==> config.mk <==
export PLATFORM = sky130hd
export DESIGN_NAME = addr_route_top
export DESIGN_NICKNAME = d
export VERILOG_FILES = /design/src/rtl/addr_route_pkg.sv /design/src/rtl/route_desc_regs.sv /design/src/rtl/route_desc_match.sv /design/src/rtl/route_prio_sel.sv /design/src/rtl/addr_route_top.sv
export SDC_FILE = /design/constraint.sdc
export NUM_CORES = 1
export LEC_CHECK = 0
export BUFFER_PORTS_ARGS = -buffer_cell sky130_fd_sc_hd__buf_2
export CAP_MARGIN = 20
export CORE_UTILIZATION = 25
export CTS_CLUSTER_SIZE = 40
export DETAILED_ROUTE_END_ITERATION = 8
export HOLD_SLACK_MARGIN = 0.02
export PLACE_DENSITY = 0.46
export SLEW_MARGIN = 20
export SYNTH_ARGS = -nofsm -noshare
export SYNTH_HDL_FRONTEND = slang
export SYNTH_SLANG_ARGS = --single-unit
==> constraint.sdc <==
create_clock -name clk -period 3.9 [get_ports clk]
set_input_delay 0.585 -clock clk [delete_from_list [all_inputs] [get_ports clk]]
set_output_delay 0.585 -clock clk [all_outputs]
set_load 0.005 [all_outputs]
==> src/rtl/addr_route_pkg.sv <==
// Shared descriptor layout for the base-mask request router.
// Assumes a fixed 64-bit descriptor with 20-bit page fields.
package addr_route_pkg;

    localparam int DESC_W  = 64;
    localparam int PAGE_W  = 20;
    localparam int PORT_W  = 3;
    localparam int ADDR_W  = 32;

    // Field order matches the bit positions the hit logic decodes.
    typedef struct packed {
        logic [PORT_W-1:0] dest;   // 63:61
        logic              qual;   // 60
        logic [PAGE_W-1:0] spare;  // 59:40, stored only
        logic [PAGE_W-1:0] base;   // 39:20
        logic [PAGE_W-1:0] mask;   // 19:0
    } route_desc_t;

    localparam logic [DESC_W-1:0] DESC_RESET = 64'h0000_00FF_FFF0_0000;

endpackage

==> src/rtl/route_desc_regs.sv <==
// Descriptor register file: NUM_DESC 64-bit registers at consecutive
// addresses from REG_BASE. Assumes one write per cycle and a
// combinational read; unmapped addresses read zero.
module route_desc_regs
    import addr_route_pkg::*;
#(
    parameter int          NUM_DESC = 2,
    parameter int          REG_AW   = 8,
    parameter int unsigned REG_BASE = 'h20
) (
    input  logic                       clk,
    input  logic                       rst_n,
    input  logic [REG_AW-1:0]          reg_addr,
    input  logic                       reg_wr_en,
    input  logic [DESC_W-1:0]          reg_wdata,
    output logic [DESC_W-1:0]          reg_rdata,
    output route_desc_t [NUM_DESC-1:0] desc_q
);

    logic [NUM_DESC-1:0] sel;

    for (genvar g = 0; g < NUM_DESC; g++) begin : g_desc
        localparam int unsigned SLOT_ADDR = REG_BASE + g;

        // Decode whether the register address selects this slot.
        always_comb begin
            sel[g] = (reg_addr == SLOT_ADDR[REG_AW-1:0]);
        end

        // Hold one descriptor; load all 64 bits on a selected write.
        always_ff @(posedge clk) begin
            if (!rst_n) begin
                desc_q[g] <= route_desc_t'(DESC_RESET);
            end else if (reg_wr_en && sel[g]) begin
                desc_q[g] <= route_desc_t'(reg_wdata);
            end
        end
    end

    // Return the selected descriptor, or zero when nothing is selected.
    always_comb begin
        reg_rdata = '0;
        for (int i = 0; i < NUM_DESC; i++) begin
            if (sel[i]) begin
                reg_rdata = desc_q[i];
            end
        end
    end

endmodule

==> src/rtl/route_desc_match.sv <==
// Hit test for one descriptor: masked page compare against the base,
// optionally blocked when address bit 8 is set. Purely combinational.
module route_desc_match
    import addr_route_pkg::*;
(
    input  route_desc_t        desc,
    input  logic [PAGE_W-1:0]  page,
    input  logic               addr_b8,
    output logic               hit
);

    logic page_eq;
    logic b8_ok;

    // Compare the masked page number against the programmed base.
    always_comb begin
        page_eq = ((page & desc.mask) == desc.base);
        b8_ok   = !(desc.qual && addr_b8);
        hit     = page_eq && b8_ok;
    end

endmodule

==> src/rtl/route_prio_sel.sv <==
// Picks the lowest-numbered hitting descriptor and its destination;
// falls back to DEFAULT_PORT with a miss flag when none hits.
module route_prio_sel
    import addr_route_pkg::*;
#(
    parameter int          NUM_DESC     = 2,
    parameter int unsigned DEFAULT_PORT = 4,
    localparam int         IDX_W        = (NUM_DESC > 1) ? $clog2(NUM_DESC) : 1
) (
    input  logic [NUM_DESC-1:0]             hit_vec,
    input  logic [NUM_DESC-1:0][PORT_W-1:0] dest_vec,
    output logic [PORT_W-1:0]               port,
    output logic [IDX_W-1:0]                idx,
    output logic                            miss
);

    // Scan from the top down so the lowest hitting index is the one kept.
    always_comb begin
        port = DEFAULT_PORT[PORT_W-1:0];
        idx  = '0;
        miss = 1'b1;
        for (int i = NUM_DESC - 1; i >= 0; i--) begin
            if (hit_vec[i]) begin
                port = dest_vec[i];
                idx  = IDX_W'(i);
                miss = 1'b0;
            end
        end
    end

endmodule

==> src/rtl/addr_route_top.sv <==
// Base-mask memory request router. Assumes a single-cycle request strobe.
// Produces a registered route result one clock after each request.
module addr_route_top
    import addr_route_pkg::*;
#(
    parameter int          NUM_DESC     = 2,
    parameter int          REG_AW       = 8,
    parameter int unsigned REG_BASE     = 'h20,
    parameter int unsigned DEFAULT_PORT = 4,
    localparam int         IDX_W        = (NUM_DESC > 1) ? $clog2(NUM_DESC) : 1
) (
    input  logic                 clk,
    input  logic                 rst_n,
    input  logic [REG_AW-1:0]    reg_addr,
    input  logic                 reg_wr_en,
    input  logic [DESC_W-1:0]    reg_wdata,
    output logic [DESC_W-1:0]    reg_rdata,
    input  logic                 req_valid,
    input  logic [ADDR_W-1:0]    req_addr,
    output logic                 rsp_valid,
    output logic [PORT_W-1:0]    rsp_port,
    output logic [IDX_W-1:0]     rsp_hit_idx,
    output logic                 rsp_miss
);

    route_desc_t [NUM_DESC-1:0]      desc_q;
    logic [NUM_DESC-1:0]             hit_vec;
    logic [NUM_DESC-1:0][PORT_W-1:0] dest_vec;
    logic [PORT_W-1:0]               sel_port;
    logic [IDX_W-1:0]                sel_idx;
    logic                            sel_miss;
    logic                            unused_addr_bits;

    // Address bits outside the page field and bit 8 do not take part in routing.
    assign unused_addr_bits = ^{req_addr[11:9], req_addr[7:0]};

    route_desc_regs #(
        .NUM_DESC (NUM_DESC),
        .REG_AW   (REG_AW),
        .REG_BASE (REG_BASE)
    ) i_regs (
        .clk       (clk),
        .rst_n     (rst_n),
        .reg_addr  (reg_addr),
        .reg_wr_en (reg_wr_en),
        .reg_wdata (reg_wdata),
        .reg_rdata (reg_rdata),
        .desc_q    (desc_q)
    );

    for (genvar g = 0; g < NUM_DESC; g++) begin : g_match
        route_desc_match i_match (
            .desc    (desc_q[g]),
            .page    (req_addr[31:12]),
            .addr_b8 (req_addr[8]),
            .hit     (hit_vec[g])
        );
        assign dest_vec[g] = desc_q[g].dest;
    end

    route_prio_sel #(
        .NUM_DESC     (NUM_DESC),
        .DEFAULT_PORT (DEFAULT_PORT)
    ) i_prio (
        .hit_vec  (hit_vec),
        .dest_vec (dest_vec),
        .port     (sel_port),
        .idx      (sel_idx),
        .miss     (sel_miss)
    );

    // Register the route decision for the cycle after the request.
    always_ff @(posedge clk) begin
        if (!rst_n) begin
            rsp_valid   <= 1'b0;
            rsp_port    <= '0;
            rsp_hit_idx <= '0;
            rsp_miss    <= 1'b0;
        end else begin
            rsp_valid <= req_valid;
            if (req_valid) begin
                rsp_port    <= sel_port;
                rsp_hit_idx <= sel_idx;
                rsp_miss    <= sel_miss;
            end
        end
    end

endmodule

Word level (Yosys, flattened, before mapping)

Cells that the tools add are included.
W data, S select, Z words.

Mux-type cells: 8
Bitwise logic cells: 2
Eq/ne operators: 4
Reductions and logical operators: 8

Operators by type and width:

| operator             | count |
|---|---|
| $mux W64             | 2 |
| $and A20 B20 Y20     | 2 |
| $eq A20 B20 Y1       | 2 |
| $eq A8 B6 Y1 const B | 2 |
| $logic_and A1 B1 Y1  | 6 |
| $mux W3              | 2 |
| $mux W1              | 4 |
| $logic_not A1 Y1     | 2 |

Logic and storage cells: 36
Input bits: 108
Output and inout bits: 70
Flip-flop bits (word level): 134

Logic depth before layout (Yosys ltp)

Gate-level depths: netlist of the first run.

Word-level depth: 5
Depth in mapped cells: 8
Gate-level depth less buffers: 6

Hierarchy

A second synthesis of the first run with hierarchy kept.

Cells, all modules: 764
Area total of the unflattened synthesis: 6962.9 µm²

By module, submodules not included:

| module           | cells each | area each (µm²) | seq. area each (µm²) | instances |
|---|---|---|---|---|
| route_desc_regs  | 629        | 5964.5          | 2562.5               | 1 |
| route_desc_match | 53         | 360.3           | 0.0                  | 2 |
| addr_route_top   | 18         | 220.2           | 120.1                | 1 |
| route_prio_sel   | 11         | 57.6            | 0.0                  | 1 |

Least setup slack after synthesis of the first run

Ideal clock, no wire load.

Path type: input -> output
Start: input reg_addr[6]
End: output reg_rdata[25]
Buffers on the path: 2
Stages: 5
Arrival: 1.850 ns
Data required time: 3.315 ns
Slack: 1.465 ns
Cell sequence: nor4_1 -> and3_1 -> clkbuf_1 -> clkbuf_1 -> a22o_2

Cells in the longest elaborated chain, start to end: 3
Elaborated cells on any way between the ends: 4
Classes of those cells: eq/ne: 2; mux: 2

RTL lines:

| what            | RTL line              | RTL |
|---|---|---|
| start, declared | addr_route_top.sv:14  | `input logic [REG_AW-1:0] reg_addr,` |
| $eq A8 B6 Y1    | route_desc_regs.sv:27 | `sel[g] = (reg_addr == SLOT_ADDR[REG_AW-1:0]);` |
| $mux W64        | route_desc_regs.sv:44 | `if (sel[i]) begin` |
| $mux W64 *      | route_desc_regs.sv:44 |  |
| end, declared   | addr_route_top.sv:17  | `output logic [DESC_W-1:0] reg_rdata,` |

Every way passes the cells marked *; elsewhere a longest branch is shown, timed or not.

Worst setup path after layout of the first run

Start: input reg_addr[6]
End: output reg_rdata[36]

The elaborated chain is that of the path after synthesis.

==> results.txt, run 1 <==
----------------------------------------------------
[Synthesis]
  Synth Instances ... 771
  Area share of the leading cell type in the synthesized netlist ... 43.4%
  Number of nets produced by synthesis ... approximately 880
  Xor/xnor share of the synthesized area ... 1.54%
  Most area-hungry cell type in the Yosys netlist ... sky130_fd_sc_hd__dfxtp_1
  Largest family of logic cells by synthesized area ... simple AND/OR/NAND/NOR gates
  Adder-cell share of the synthesized area ... 0%
  Count of different cell masters after synthesis ... 39
  Multiplexer share of the synthesized area ... 0%
  Area fraction in and, or, nand and nor cells after synthesis ... 26.2%
  Mean cell area of the mapped netlist ... 8.01 sq um
  Synth Area in Compound Gates ... roughly 25%
  Seq cells post-synth ... 134
  Fraction of the yosys area taken by sequential cells ... 43.4%
  Post-Syn Area ... 6180 sq um
  Synthesis Warnings ... 0
  Area contributors post-synth ... sky130_fd_sc_hd__dfxtp_1, sky130_fd_sc_hd__nand2_1, sky130_fd_sc_hd__a21boi_1

[Layout]
  Area of combinational cells with multiple inputs ... approximately 3300 sq um
  Layout Cell Area excl Fill ... 7950 sq um
  Final layout net count ... 1,022
  Count of filler cells inserted in the layout ... approximately 2,700
  Fraction of layout instances using a drive strength above 1 ... between 20% and 30%
  Final design utilization ... around 33%
  Reg area ... 2680 sq um
  Final Instance Count excl. Fillers ... ~1,300
  Relative area change from synthesis to final layout ... 28.7%

[Clock network]
  Post-CTS Hold Buffers ... 0
  H-tree levels ... 4
  Maximum count of clock buffers along a single path ... 2
  Clock Latency Late Sink ... 420 ps
  Register clock-pin slew on the reported worst setup and hold paths ... 70 ps
  Clock tree from TritonCTS ... yes
  Count of instances resized after the clock tree is built ... 0
  TritonCTS buffer count ... 17
  Sink count of the clock tree ... 134
  Root buffer cell ... sky130_fd_sc_hd__clkbuf_16
  Post-CTS repair timing setup buffer count ... 0

[Floorplanning]
  DIE AREA ... 25,300 sq um
  Number of placed I/O pins ... 178
  Core area ... about 24,000 sq um
  Die span in x ... 159 microns
  Height of the chip ... 159 microns
  Effective utilization at floorplan ... roughly 25%
  Number of rows in the core area ... between 50 and 60

[Routing]
  Detailed Routing Iterations Pass 1 ... 4
  DRC viols ... 0
  Vias after detailed routing ... 5,890
  Detailed-route wire length per cell ... 17.3 microns
  Number of antenna-violating nets in the routed design ... 0
  Routed vias/inst ... approximately 4.7
  Number of DRC violations after detailed-routing iteration 0 ... 344
  Post-detailed-routing wire length ... 21,700 microns

[Worst setup path]
  Worst path arrival time ... 2110 ps
  Maximum net fanout on the critical path ... 36
  Category of the worst setup path launch point ... primary input
  Critical path endpoint category ... output pin
  Req. time, crit path ... 3310 ps
  Critical Setup Path Class ... in -> out

[Placed design]
  HPWL reported at the end of detailed placement ... 14,500 microns
  Total placed instance area ... 7350 sq um
  Minimum setup slack after placement ... 1170 ps
  Cell Count Post-Placement ... about 1,200
  Final weighted congestion in routability-driven placement ... 0.792
  Port Buffer Count ... 166

[Power and ir drop]
  Sequential share of power ... roughly 44%
  Power density over the cells ... between 300 and 400 nW/um^2
  LEAKAGE ... 3.47 nW
  Sum of internal, switching and leakage power ... ~3.1 mW
  Portion of total power attributed to the clock network ... 52.1%
  Switching share of total power ... 23.5%
  Cell internal pwr ... approximately 2.4 mW
  Part of the total power dissipated in combinational logic ... approximately 4%
  Maximum VDD drop ... 0.000219 V
  Sw Pwr ... 0.736 mW

[Global routing]
  Number of global-route vias before repair ... 5,913
  Antenna violations before repair ... 4
  Total gr overflow ... 0
  Global-route wire length before repair ... 33,800 microns
  Pin count of the biggest net entering global routing ... 69
  Gr usage total ... 17.4%

[Min path]
  Type of the tightest min-delay check ... in -> reg

[Timing]
  Max Clock Freq ... ~370 MHz
  Final setup violation count ... 0
  Final-layout worst hold slack ... 387 ps
  Hold violation total from the final report ... 0
  Setup TNS ... 0 ps
  Minimum clock period ... 2690 ps
  Number of max-slew violations in the final report ... 0
  Transition time of the tightest slew-check pin ... 841 ps
  Crit share post-route ... ~69%
  Clock skew after layout ... 10.6 ps
  Setup slack after layout ... 1210 ps
  Setup repair after global routing missed its margin ... no
  Worst slew slack as a fraction of its limit ... 44.0%

[Run status]
  Run status ... completed

[Job]
  Number of maximum-capacitance violations ... 0

----------------------------------------------------
[registers in the layout (all words and copies together), names as in the netlist]
signal,count
rsp_hit_idx,1
rsp_valid,1
rsp_miss,1
rsp_port,3
i_regs.desc_q,128
[metal layers]
layer / GRT usage, % / share of wire [%]
met1: 22.8 / 47
met2: 27.2 / 45
met3: 6.10 / 7.1
met4: 3.85 / 0.80
met5: 0 / 0.060
[final timing paths]
check,startpoint,slack [ps],end,depth (start not counted)
setup / recovery,reg_addr[6],1210,reg_rdata[36],6
hold / removal,reg_wdata[34],390,i_regs.desc_q[34],3
setup reg to reg,i_regs.desc_q[69],1730,rsp_port[2],6
hold reg to reg,i_regs.desc_q[40],450,i_regs.desc_q[40],2
[power by group through the flow]
| stage | logic (mW) | registers (mW) | clock network (mW) |
|---|---|---|---|
| 3_5_place_dp | 0.125 | 1.41 | 0 |
| 3_3_place_gp | 0.126 | 1.41 | 0 |
| 4_1_cts | 0.126 | 1.38 | 1.68 |
| 6_report | 0.124 | 1.38 | 1.63 |
| 5_1_grt | 0.137 | 1.38 | 1.74 |
| 2_1_floorplan | 0.0404 | 1.41 | 0 |
[worst max-delay path, cell delays in order]
cell and delay, ps:
sky130_fd_sc_hd__buf_2 90, sky130_fd_sc_hd__nor4_1 330, sky130_fd_sc_hd__and3_2 260, sky130_fd_sc_hd__buf_4 430, sky130_fd_sc_hd__a22o_1 260, sky130_fd_sc_hd__buf_2 120
[cell type report]
class	instances	area share (%)
Clock buffer	19	5.57
Inverter	1	0.0472
Antenna cell	3	0.0944
Sequential cell	134	33.7
Tap cell	324	5.10
Clock inverter	13	1.87
Timing Repair Buffer	179	12.2
Multi-Input combinational cell	581	41.4
[placed cells by master (no fill, tap or decap), types with 6 or more instances in the layout]
cell type and count:
sky130_fd_sc_hd__buf_2 165, sky130_fd_sc_hd__and3b_1 6, sky130_fd_sc_hd__a21boi_1 90, sky130_fd_sc_hd__a21oi_1 18, sky130_fd_sc_hd__nand3_1 46, sky130_fd_sc_hd__a21o_1 6
sky130_fd_sc_hd__clkbuf_16 17, sky130_fd_sc_hd__and3_1 18, sky130_fd_sc_hd__xor2_1 8, sky130_fd_sc_hd__dfxtp_1 134, sky130_fd_sc_hd__nand2_1 272, sky130_fd_sc_hd__a22o_1 63
sky130_fd_sc_hd__buf_4 11
[synthesized netlist by cell type]
library cell and instances:
sky130_fd_sc_hd__clkbuf_1 36, sky130_fd_sc_hd__nand3_1 46, sky130_fd_sc_hd__a211oi_2 1, sky130_fd_sc_hd__or4b_1 1, sky130_fd_sc_hd__and3b_1 6, sky130_fd_sc_hd__nor4_4 2, sky130_fd_sc_hd__nor2b_1 1, sky130_fd_sc_hd__a22o_2 1
sky130_fd_sc_hd__nand4_2 1, sky130_fd_sc_hd__nor3b_1 2, sky130_fd_sc_hd__buf_2 3, sky130_fd_sc_hd__a21boi_0 4, sky130_fd_sc_hd__nand3b_1 5, sky130_fd_sc_hd__xnor2_2 1, sky130_fd_sc_hd__xor2_1 8, sky130_fd_sc_hd__nand2_1 274
sky130_fd_sc_hd__or4b_4 1, sky130_fd_sc_hd__a31oi_1 2, sky130_fd_sc_hd__and3_1 19, sky130_fd_sc_hd__a21o_1 6, sky130_fd_sc_hd__and2_1 2, sky130_fd_sc_hd__o21ai_0 2, sky130_fd_sc_hd__nor4_1 1, sky130_fd_sc_hd__o22ai_1 4
sky130_fd_sc_hd__nand4_1 3, sky130_fd_sc_hd__a21oi_1 18, sky130_fd_sc_hd__nor2_1 1, sky130_fd_sc_hd__nand2b_1 1, sky130_fd_sc_hd__a21boi_1 90, sky130_fd_sc_hd__dfxtp_1 134, sky130_fd_sc_hd__o21ai_1 3, sky130_fd_sc_hd__o31ai_1 2
sky130_fd_sc_hd__buf_1 15, sky130_fd_sc_hd__buf_4 1, sky130_fd_sc_hd__inv_1 1, sky130_fd_sc_hd__o22a_1 4, sky130_fd_sc_hd__xnor2_1 1, sky130_fd_sc_hd__a22o_1 63, sky130_fd_sc_hd__a211oi_1 5
[cell families after synthesis]
kind of cell / after synthesis
flops: 134
buf+inv: 56
compound gates: 205
simple gates: 366
xor+xnor: 10
Note: power is estimated with default switching activity, not from simulation.
==> run 2, diff against run 1 <==
==> constraint.sdc (replaced) <==
create_clock -name clk -period 2.75 [get_ports clk]
set_input_delay 0.4125 -clock clk [delete_from_list [all_inputs] [get_ports clk]]
set_output_delay 0.4125 -clock clk [all_outputs]
set_load 0.005 [all_outputs]
==> results.txt, run 2 (synthesis gave the netlist of run 1 again) <==
----------------------------------------------------
[Timing]
  Max Clock Freq ... 445 MHz
  Setup repair after global routing missed its margin ... no
  Number of max-slew violations in the final report ... 0 (unchanged)
  Setup TNS ... 0 ps (unchanged)
  Clock skew after layout ... 7.82 ps (-2.80 ps)
  Final setup violation count ... 0 (unchanged)
  Crit share post-route ... 81.7%
  Worst slew slack as a fraction of its limit ... 58.6% (+15 points)
  Transition time of the tightest slew-check pin ... 616 ps (-225 ps)
  Minimum clock period ... 2250 ps
  Hold violation total from the final report ... 0 (unchanged)

[Routing]
  Routed vias/inst ... 4.75 (+1.0%)
  Post-detailed-routing wire length ... 21,600 microns (-0.27%)
  Detailed Routing Iterations Pass 1 ... 4 (unchanged)
  DRC viols ... 0 (unchanged)
  Vias after detailed routing ... 5,956 (+1.1%)
  Number of DRC violations after detailed-routing iteration 0 ... 339 (-1.5%)
  Detailed-route wire length per cell ... 17.2 microns (-0.35%)
  Number of antenna-violating nets in the routed design ... 0 (unchanged)

[Worst setup path]
  Flop-to-flop setup slack ... 570 ps (-1160 ps)
  Worst setup path end ... reg_rdata[26]
  Req. time, crit path ... 2340 ps (-970 ps)
  Startpoint of the most critical setup path ... reg_addr[6]
  Launch point of the worst reg-to-reg path ... i_regs.desc_q[89]
  Maximum net fanout on the critical path ... 24 (-33%)
  Category of the worst setup path launch point ... primary input
  Register-to-Register Path Depth ... 6 (unchanged)
  Critical Setup Path Class ... in -> out
  Worst path arrival time ... 1840 ps (-270 ps)
  Destination of the worst register-to-register timing path ... rsp_port[2]
  Critical path endpoint category ... output pin

[Clock network]
  TritonCTS buffer count ... 17 (unchanged)
  Post-CTS Hold Buffers ... 0 (unchanged)
  Post-CTS repair timing setup buffer count ... 0 (unchanged)
  Root buffer cell ... sky130_fd_sc_hd__clkbuf_16
  Clock tree from TritonCTS ... yes
  Sink count of the clock tree ... 134 (unchanged)
  Register clock-pin slew on the reported worst setup and hold paths ... 60 ps (about the same)
  H-tree levels ... 4 (unchanged)
  Maximum count of clock buffers along a single path ... 2 (unchanged)
  Clock Latency Late Sink ... 420 ps (about the same)
  Count of instances resized after the clock tree is built ... 0 (unchanged)

[Floorplanning]
  Number of placed I/O pins ... 178 (unchanged)
  Core area ... 24,200 sq um (unchanged)
  Effective utilization at floorplan ... 25.5% (unchanged)
  Die span in x ... 159 microns (unchanged)
  Number of rows in the core area ... 57 (unchanged)
  Height of the chip ... 159 microns (unchanged)
  DIE AREA ... 25,300 sq um (unchanged)

[Min path]
  Type of the tightest min-delay check ... in -> reg

[Layout]
  Fraction of layout instances using a drive strength above 1 ... 24.2% (+0.16 points)
  Flip-flop count of the largest register after layout ... 128 (unchanged)
  Register with the most flip-flops ... i_regs.desc_q
  Highest-count cells in the layout ignoring fill and taps ... sky130_fd_sc_hd__nand2_1, sky130_fd_sc_hd__buf_2, sky130_fd_sc_hd__dfxtp_1
  Most frequent standard cell in the layout excluding fill and tap cells ... sky130_fd_sc_hd__nand2_1
  Registers with the most flip-flops ... i_regs.desc_q (128), rsp_port (3)
  Layout Cell Area excl Fill ... 8000 sq um (+0.65%)
  Relative area change from synthesis to final layout ... 29.6%
  Final layout net count ... 1,024 (+0.20%)

[Power and ir drop]
  LEAKAGE ... 3.48 nW (+0.15%)
  Power density over the cells ... 541 nW/um^2 (+37%)
  Maximum VDD drop ... 0.000305 V (+39%)

[Global routing]
  Antenna violations before repair ... 4 (unchanged)
  Pin count of the biggest net entering global routing ... 65 (-5.8%)
  Global-route wire length before repair ... 33,900 microns (+0.25%)
  Total gr overflow ... 0 (unchanged)
  Gr usage total ... 17.3% (-0.047 points)
  Number of global-route vias before repair ... 5,828 (-1.4%)

[Placed design]
  Total placed instance area ... 7440 sq um (+1.2%)
  HPWL reported at the end of detailed placement ... 14,500 microns (-0.12%)
  Port Buffer Count ... 166 (unchanged)
  Final weighted congestion in routability-driven placement ... 0.793 (+0.13%)

[Job]
  Number of maximum-capacitance violations ... 0 (unchanged)

[Run status]
  Run status ... completed

----------------------------------------------------
run 2: layout make-up:
type,count,area (sq um)
diodes,2,5.00
clock buffers,18,429
clock inverters,14,126
fillers,2679,16200
inverters,1,3.75
multi-input cells,581,3290
flip-flops and latches,134,2680
well taps,324,405
repair buffers,181,1060
run 2: worst min-delay path by stage:
| stage | slack, ps | from | to | cells past startpoint |
|---|---|---|---|---|
| after floorplan | 430 | i_regs.desc_q[40] | i_regs.desc_q[40] | 2 |
| final | 210 | reg_wdata[30] | i_regs.desc_q[30] | 3 |
| after CTS | 200 | reg_wdata[30] | i_regs.desc_q[30] | 3 |
| after global placement | 440 | i_regs.desc_q[56] | i_regs.desc_q[56] | 2 |
| after detailed placement | 450 | i_regs.desc_q[52] | i_regs.desc_q[52] | 2 |
| after global routing | 200 | reg_wdata[30] | i_regs.desc_q[94] | 3 |
run 2: routing by layer:
metal / global-route usage [%] / routed length (microns) / vias to the layer above
met2: 26.9 / 9560 / 176
met3: 5.65 / 1620 / 23
met4: 5.59 / 408 / 2
met5: 0 / 13 / -
met1: 22.6 / 10000 / 2792
li1: - / - / 2963
run 2: metrics by stage:
stage | instances | hold WS, ps | worst slack [ps] | util, % | power [mW]
2_1_floorplan | 771 | 435 | 660 | - | 2.05
6_report | 1255 | 212 | 502 | 33.0 | 4.33
4_1_cts | 1253 | 197 | 472 | 33.0 | 4.39
3_5_place_dp | 1221 | 445 | 409 | 30.7 | 2.18
5_1_grt | 1253 | 196 | 369 | 33.0 | 4.50
3_3_place_gp | 1221 | 441 | 405 | 30.7 | 2.18
run 2: critical path: stages:
cell and delay (ps):
sky130_fd_sc_hd__buf_2 100, sky130_fd_sc_hd__nor4_1 330, sky130_fd_sc_hd__and3_2 420, sky130_fd_sc_hd__buf_12 220, sky130_fd_sc_hd__a22o_1 210, sky130_fd_sc_hd__buf_2 130
run 2: power by group:
group | internal [mW] | switching (mW) | leakage (nW)
combinational | 0.0856 | 0.0945 | 2.13
clock | 1.25 | 0.945 | 0.259
sequential | 1.95 | 0.00426 | 1.08
